[src/rtl/bseq_pkg.sv]
// Package: shared types for the burst address sequencer.
// Assumes: nothing beyond IEEE 1800-2017.
package bseq_pkg;
    typedef enum logic {
        ORD_LINEAR     = 1'b0,
        ORD_INTERLEAVE = 1'b1
    } burst_order_e;
endpackage

[src/rtl/bseq_load_ctl.sv]
// Module: bseq_load_ctl
// Turns the two address strobes and the chip enable into one load or one
// deselect command for the current cycle.
// Assumes: all inputs are synchronous to the sampling clock.
module bseq_load_ctl (
    input  logic ads_cpu_n,
    input  logic ads_ctl_n,
    input  logic ce_n,
    output logic do_load,
    output logic do_desel
);
    logic cpu_ok;
    logic ctl_ok;

    // Qualify each strobe: the processor strobe counts only when the chip is enabled.
    always_comb begin
        cpu_ok   = !ads_cpu_n && !ce_n;
        ctl_ok   = !ads_ctl_n && !ce_n;
        // The processor strobe takes priority; the controller strobe loads otherwise.
        do_load  = cpu_ok || ctl_ok;
        // The controller strobe with the chip disabled ends the burst.
        do_desel = !cpu_ok && !ads_ctl_n && ce_n;
    end
endmodule

[src/rtl/bseq_counter.sv]
// Module: bseq_counter
// Beat counter and burst-active flag. The count clears on a load or a
// deselect, and steps on an active-low advance while a burst runs.
// Assumes: do_load and do_desel are never both high.
module bseq_counter #(
    parameter int BURST_W = 2
) (
    input  logic               clk,
    input  logic               rst_n,
    input  logic               do_load,
    input  logic               do_desel,
    input  logic               adv_n,
    output logic [BURST_W-1:0] cnt,
    output logic               active
);
    // Update the count and the active flag; a load takes precedence over an advance.
    always_ff @(posedge clk) begin
        if (!rst_n) begin
            cnt    <= '0;
            active <= 1'b0;
        end else if (do_load) begin
            cnt    <= '0;
            active <= 1'b1;
        end else if (do_desel) begin
            cnt    <= '0;
            active <= 1'b0;
        end else if (active && !adv_n) begin
            cnt    <= cnt + BURST_W'(1);
        end
    end

    // an advance with no strobe moves the count forward by one, wrapping.
    a_r4_step: assert property (@(posedge clk) disable iff (!rst_n)
        (active && !do_load && !do_desel && !adv_n) |=> (cnt == BURST_W'($past(cnt) + 1'b1)));

    // without an advance or a strobe, the count and the flag hold.
    a_r5_hold: assert property (@(posedge clk) disable iff (!rst_n)
        (!do_load && !do_desel && adv_n) |=> ($stable(cnt) && $stable(active)));

    // an advance while idle leaves the counter untouched.
    a_r5_idle_adv: assert property (@(posedge clk) disable iff (!rst_n)
        (!active && !do_load && !do_desel) |=> ($stable(cnt) && !active));

    // a load always restarts the count.
    a_r9_load_restart: assert property (@(posedge clk) disable iff (!rst_n)
        do_load |=> (cnt == '0 && active));
endmodule

[src/rtl/bseq_order.sv]
// Module: bseq_order
// Maps the start bits and the beat count to the low address bits, in
// linear or interleaved order.
// Assumes: the order value is held stable for the whole burst.
module bseq_order #(
    parameter int BURST_W = 2
) (
    input  bseq_pkg::burst_order_e order,
    input  logic [BURST_W-1:0]     start_lo,
    input  logic [BURST_W-1:0]     cnt,
    output logic [BURST_W-1:0]     addr_lo
);
    // Choose the sequence: XOR for interleaved, modulo add for linear.
    always_comb begin
        if (order == bseq_pkg::ORD_INTERLEAVE)
            addr_lo = start_lo ^ cnt;
        else
            addr_lo = start_lo + cnt;
    end
endmodule

[src/rtl/burst_addr_seq.sv]
// Module: burst_addr_seq (top)
// Burst address sequencer. It captures a start address on a qualified
// strobe, then walks the low BURST_W bits in the order chosen at load time.
// Assumes: synchronous inputs and a synchronous active-low reset.
module burst_addr_seq #(
    parameter int ADDR_W  = 16,
    parameter int BURST_W = 2
) (
    input  logic              clk,
    input  logic              rst_n,
    input  logic [ADDR_W-1:0] addr_in,
    input  logic              ads_cpu_n,
    input  logic              ads_ctl_n,
    input  logic              adv_n,
    input  logic              ce_n,
    input  logic              order_ilv,
    output logic [ADDR_W-1:0] addr_out,
    output logic              burst_active
);
    import bseq_pkg::*;

    localparam int HI_W = ADDR_W - BURST_W;

    logic               do_load;
    logic               do_desel;
    logic [BURST_W-1:0] cnt;
    logic [ADDR_W-1:0]  base_q;
    burst_order_e       order_q;
    logic [BURST_W-1:0] addr_lo;

    bseq_load_ctl u_load (
        .ads_cpu_n (ads_cpu_n),
        .ads_ctl_n (ads_ctl_n),
        .ce_n      (ce_n),
        .do_load   (do_load),
        .do_desel  (do_desel)
    );

    bseq_counter #(.BURST_W(BURST_W)) u_cnt (
        .clk      (clk),
        .rst_n    (rst_n),
        .do_load  (do_load),
        .do_desel (do_desel),
        .adv_n    (adv_n),
        .cnt      (cnt),
        .active   (burst_active)
    );

    // Capture the start address and the order on a load.
    always_ff @(posedge clk) begin
        if (!rst_n) begin
            base_q  <= '0;
            order_q <= ORD_INTERLEAVE;
        end else if (do_load) begin
            base_q  <= addr_in;
            order_q <= burst_order_e'(order_ilv);
        end
    end

    bseq_order #(.BURST_W(BURST_W)) u_ord (
        .order    (order_q),
        .start_lo (base_q[BURST_W-1:0]),
        .cnt      (cnt),
        .addr_lo  (addr_lo)
    );

    // Join the fixed upper bits and the sequenced low bits.
    always_comb begin
        addr_out = {base_q[ADDR_W-1:BURST_W], addr_lo};
    end

    // a load shows the captured address on the next cycle.
    a_r1_load_addr: assert property (@(posedge clk) disable iff (!rst_n)
        do_load |=> (addr_out == $past(addr_in) && burst_active));

    // a deselect drops the active flag.
    a_r3_desel: assert property (@(posedge clk) disable iff (!rst_n)
        do_desel |=> !burst_active);

    // the upper bits hold unless a load happens.
    a_r7_upper_fixed: assert property (@(posedge clk) disable iff (!rst_n)
        !do_load |=> $stable(addr_out[ADDR_W-1:BURST_W]));

    // the order is fixed between loads.
    a_r8_order_hold: assert property (@(posedge clk) disable iff (!rst_n)
        !do_load |=> $stable(order_q));

    // the decoder never issues a load and a deselect together.
    a_r10_one_cmd: assert property (@(posedge clk) disable iff (!rst_n)
        $onehot0({do_load, do_desel}));

    // reset leaves the port idle at address zero.
    a_r11_reset: assert property (@(posedge clk)
        !rst_n |=> (addr_out == '0 && !burst_active));

    initial begin
        a_hi_width: assert (HI_W > 0);
    end
endmodule

[config.mk]
export PLATFORM = sky130hd
export DESIGN_NAME = burst_addr_seq
export DESIGN_NICKNAME = d
export VERILOG_FILES = /design/src/rtl/bseq_pkg.sv /design/src/rtl/bseq_load_ctl.sv /design/src/rtl/bseq_counter.sv /design/src/rtl/bseq_order.sv /design/src/rtl/burst_addr_seq.sv
export SDC_FILE = /design/constraint.sdc
export NUM_CORES = 1
export LEC_CHECK = 0
export BUFFER_PORTS_ARGS = -buffer_cell sky130_fd_sc_hd__buf_2
export CAP_MARGIN = 20
export CORE_UTILIZATION = 24
export DETAILED_ROUTE_END_ITERATION = 10
export MAX_ROUTING_LAYER = met4
export RECOVER_POWER = 100
export SETUP_SLACK_MARGIN = 0.5
export SYNTH_ARGS = -nofsm -noshare
export SYNTH_HDL_FRONTEND = slang
export SYNTH_SLANG_ARGS = --single-unit
[constraint.sdc]
create_clock -name clk -period 0.82 [get_ports clk]
set_input_delay 0.082 -clock clk [delete_from_list [all_inputs] [get_ports clk]]
set_output_delay 0.082 -clock clk [all_outputs]
set_load 0.05 [all_outputs]
==> results.json <==
{
  "cp_cell_sequence": "ha_4, nor2b_4, xnor2_4, buf_6",
  "gp_congestion": 0.695,
  "yosysTopAreaCellShare_pct": 44.8,
  "antenna_found_initial": 0,
  "numClockSinks": 20,
  "maxCapViolCount": 0,
  "worstHoldStart": "order_ilv",
  "p_total_uw": 2690,
  "final_area_mm2": 0.00167,
  "vias": 827,
  "hold_ws_ns": 0.0388,
  "grt_pass1_vias": 830,
  "worstMarginPinSlew_ns": 0.304,
  "rsz0062_at_grt": "yes",
  "drc": 0,
  "critPathLaunchType": "register",
  "violations": "setup timing",
  "die_y_um": 63.1,
  "fmax_mhz": 767,
  "cts_tree": "built",
  "r2r_end": "u_cnt.cnt[1]$_SDFFE_PP0P_",
  "ios": 40,
  "final_common_cell": "buf_2",
  "finalHoldViolCount": 0,
  "outcome": "finished with violations",
  "p_leak_uw": 0.000693,
  "ys_warn_count": 0,
  "firstDrtPassIters": 3,
  "wirelength_um": 2330,
  "cts_inserted_buffers": 3,
  "clkLatencyLatePin_ns": 0.26,
  "cpPeakStageDelay_ns": 0.35,
  "grt.busiest_layer": "met2",
  "rows": 21,
  "root_buffer": "clkbuf_8",
  "synth_cells": 105,
  "grt.total_usage_pct": 12.7,
  "synth_area_leader_cell": "dfxtp_1",
  "max_slew_margin_pct": 79.6,
  "ff2ff_path_depth": 4,
  "ant_nets": 0,
  "cp.arrival_ns": 1.22,
  "routedWlPerCell_um": 11.8,
  "initialDrtViolationCount": 14,
  "avgSynthCellArea_um2": 8.52,
  "syn_area_um2": 895,
  "worst_slack_ns": -0.483,
  "hold_path_class": "input port to register",
  "endpoint_kind": "output pin",
  "synthToLayoutAreaGrowth_pct": 87.1,
  "met2_usage_pct": 22.3,
  "worstPathMaxFanout": 2,
  "grt-ovfl-total": 0,
  "clockBufferDepth": 2,
  "fin_skew_ns": 0.000269,
  "hpwl_um": 1490,
  "coreArea_mm2": 0.00344,
  "die_area_mm2": 0.00398,
  "slew_viol_final": 0,
  "grtUsageMet1_pct": 13.4,
  "required_ns": 0.74,
  "met3_usage_pct": 3.80,
  "placed_cell_area_mm2": 0.00124,
  "ys_seq_area_share_pct": 44.8,
  "antenna_cells": 0,
  "layout_common_cells": "buf_2 (20), nand3_2 (15), o21ai_1 (14), buf_8 (13), buf_6 (12)",
  "worstSetupPathType": "register to output pin",
  "setup_viol": 19,
  "nets": 177,
  "power.density_mw_per_mm2": 1610,
  "r2r_start": "u_cnt.cnt[0]$_SDFFE_PP0P_",
  "grt_max_degree": 17,
  "initial_utilization_pct": 26.0,
  "dp.cells": 180,
  "ys_ff_latch": 20,
  "path_clk_slew_ns": 0.08,
  "reg2reg_setup_slack_ns": -0.08,
  "finalNonFillerCells": 198,
  "die_w_um": 63.1,
  "syn_nets": 129,
  "ys_types": 20,
  "synthTopCellsByArea": "dfxtp_1 (45%), buf_4 (12%), nand3_1 (9.0%)",
  "grt_pass1_wl_um": 3780,
  "vdd_drop_max_mv": 1.27,
  "htree_levels": 1,
  "drive_gt1_share_pct": 70.4,
  "min_period_ns": 1.30,
  "critPathSlowestCell": "dfxtp_2",
  "whs_path_depth": 3,
  "hold_end": "order_q$_SDFFE_PN1P_",
  "finalCritPeriodShare_pct": 159,
  "port_buffers": 39,
  "vias_per_cell": 4.18
}
[cell usage after synthesis]
library cell	number
nand3_1	16
nor3b_1	1
nand2_1	17
dfxtp_1	20
nor2_1	1
xnor2_1	2
xor2_1	1
buf_6	2
ha_1	1
nand3b_1	1
buf_2	4
clkbuf_2	1
nor2b_1	2
o211ai_1	1
inv_1	1
mux2i_1	1
a21oi_1	2
buf_4	14
a21oi_4	1
o21ai_0	16
[cells by family after synthesis]
group,Yosys count,synth area share (%)
mux,1,1.12
compound gates,20,12.7
fa+ha+maj,1,1.40
simple gates,38,19.6
buf+inv,22,17.5
xor+xnor,3,2.94
flops,20,44.8
[flip-flops by register name, indices dropped and copies added, names as in the netlist]
register      count
order_q           1
base_q           16
u_cnt.cnt         2
u_cnt.active      1
[how the worst max path moves through the flow]
stage	startpoint	to	slack [ns]	depth (start not counted)
5_1_grt	base_q[0]$_SDFFE_PN0P_	addr_out[1]	-0.54	4
4_1_cts	base_q[0]$_SDFFE_PN0P_	addr_out[1]	-0.49	4
3_3_place_gp	base_q[0]$_SDFFE_PN0P_	addr_out[1]	-0.29	4
2_1_floorplan	u_cnt.cnt[0]$_SDFFE_PP0P_	addr_out[1]	-0.21	3
3_5_place_dp	base_q[0]$_SDFFE_PN0P_	addr_out[1]	-0.29	4
6_report	base_q[0]$_SDFFE_PN0P_	addr_out[1]	-0.48	4
[repair_timing]
action                     CTS  global route
hold buffers                 0             0
gates resized for setup     59            18
gates cloned                 2             0
setup buffers                4             8
pin swaps                   15             5
setup endpoints to repair   37            37
[area by class of cell]
type	count	area [µm²]
Inverter	1	3.75
Fill cell	350	1770
Tap cell	46	57.6
Sequential cell	20	417
Timing Repair Buffer	64	654
Clock buffer	4	66.3
Multi-Input combinational cell	63	475
[stage by stage]
step / setup TNS [ns] / setup WS [ns] / utilization (%)
2_1_floorplan: -0.234 / -0.211 / -
3_3_place_gp: -1.14 / -0.287 / 36.1
3_5_place_dp: -1.51 / -0.294 / 36.1
4_1_cts: -1.20 / -0.493 / 46.9
5_1_grt: -2.31 / -0.541 / 48.6
6_report: -1.49 / -0.483 / 48.6
[critical path, delay by kind of cell (launching register included)]
family,cells,cell delay (ns)
flops,1,0.35
simple gates,1,0.18
buf+inv,1,0.17
xor+xnor,1,0.13
fa+ha+maj,1,0.12
[routing by layer]
metal / wire (µm) / part of all wire, %
met1: 917 / 39
met2: 1290 / 56
met3: 90 / 3.9
met4: 27 / 1.2
met5: 0 / 0
[report_power, final]
| group | leakage, µW | internal [µW] | switching, µW |
|---|---|---|---|
| Clock | 0.0000339 | 529 | 339 |
| Sequential | 0.000168 | 1030 | 52.0 |
| Combinational | 0.000491 | 364 | 372 |
Power figures use the tool's default switching activity.
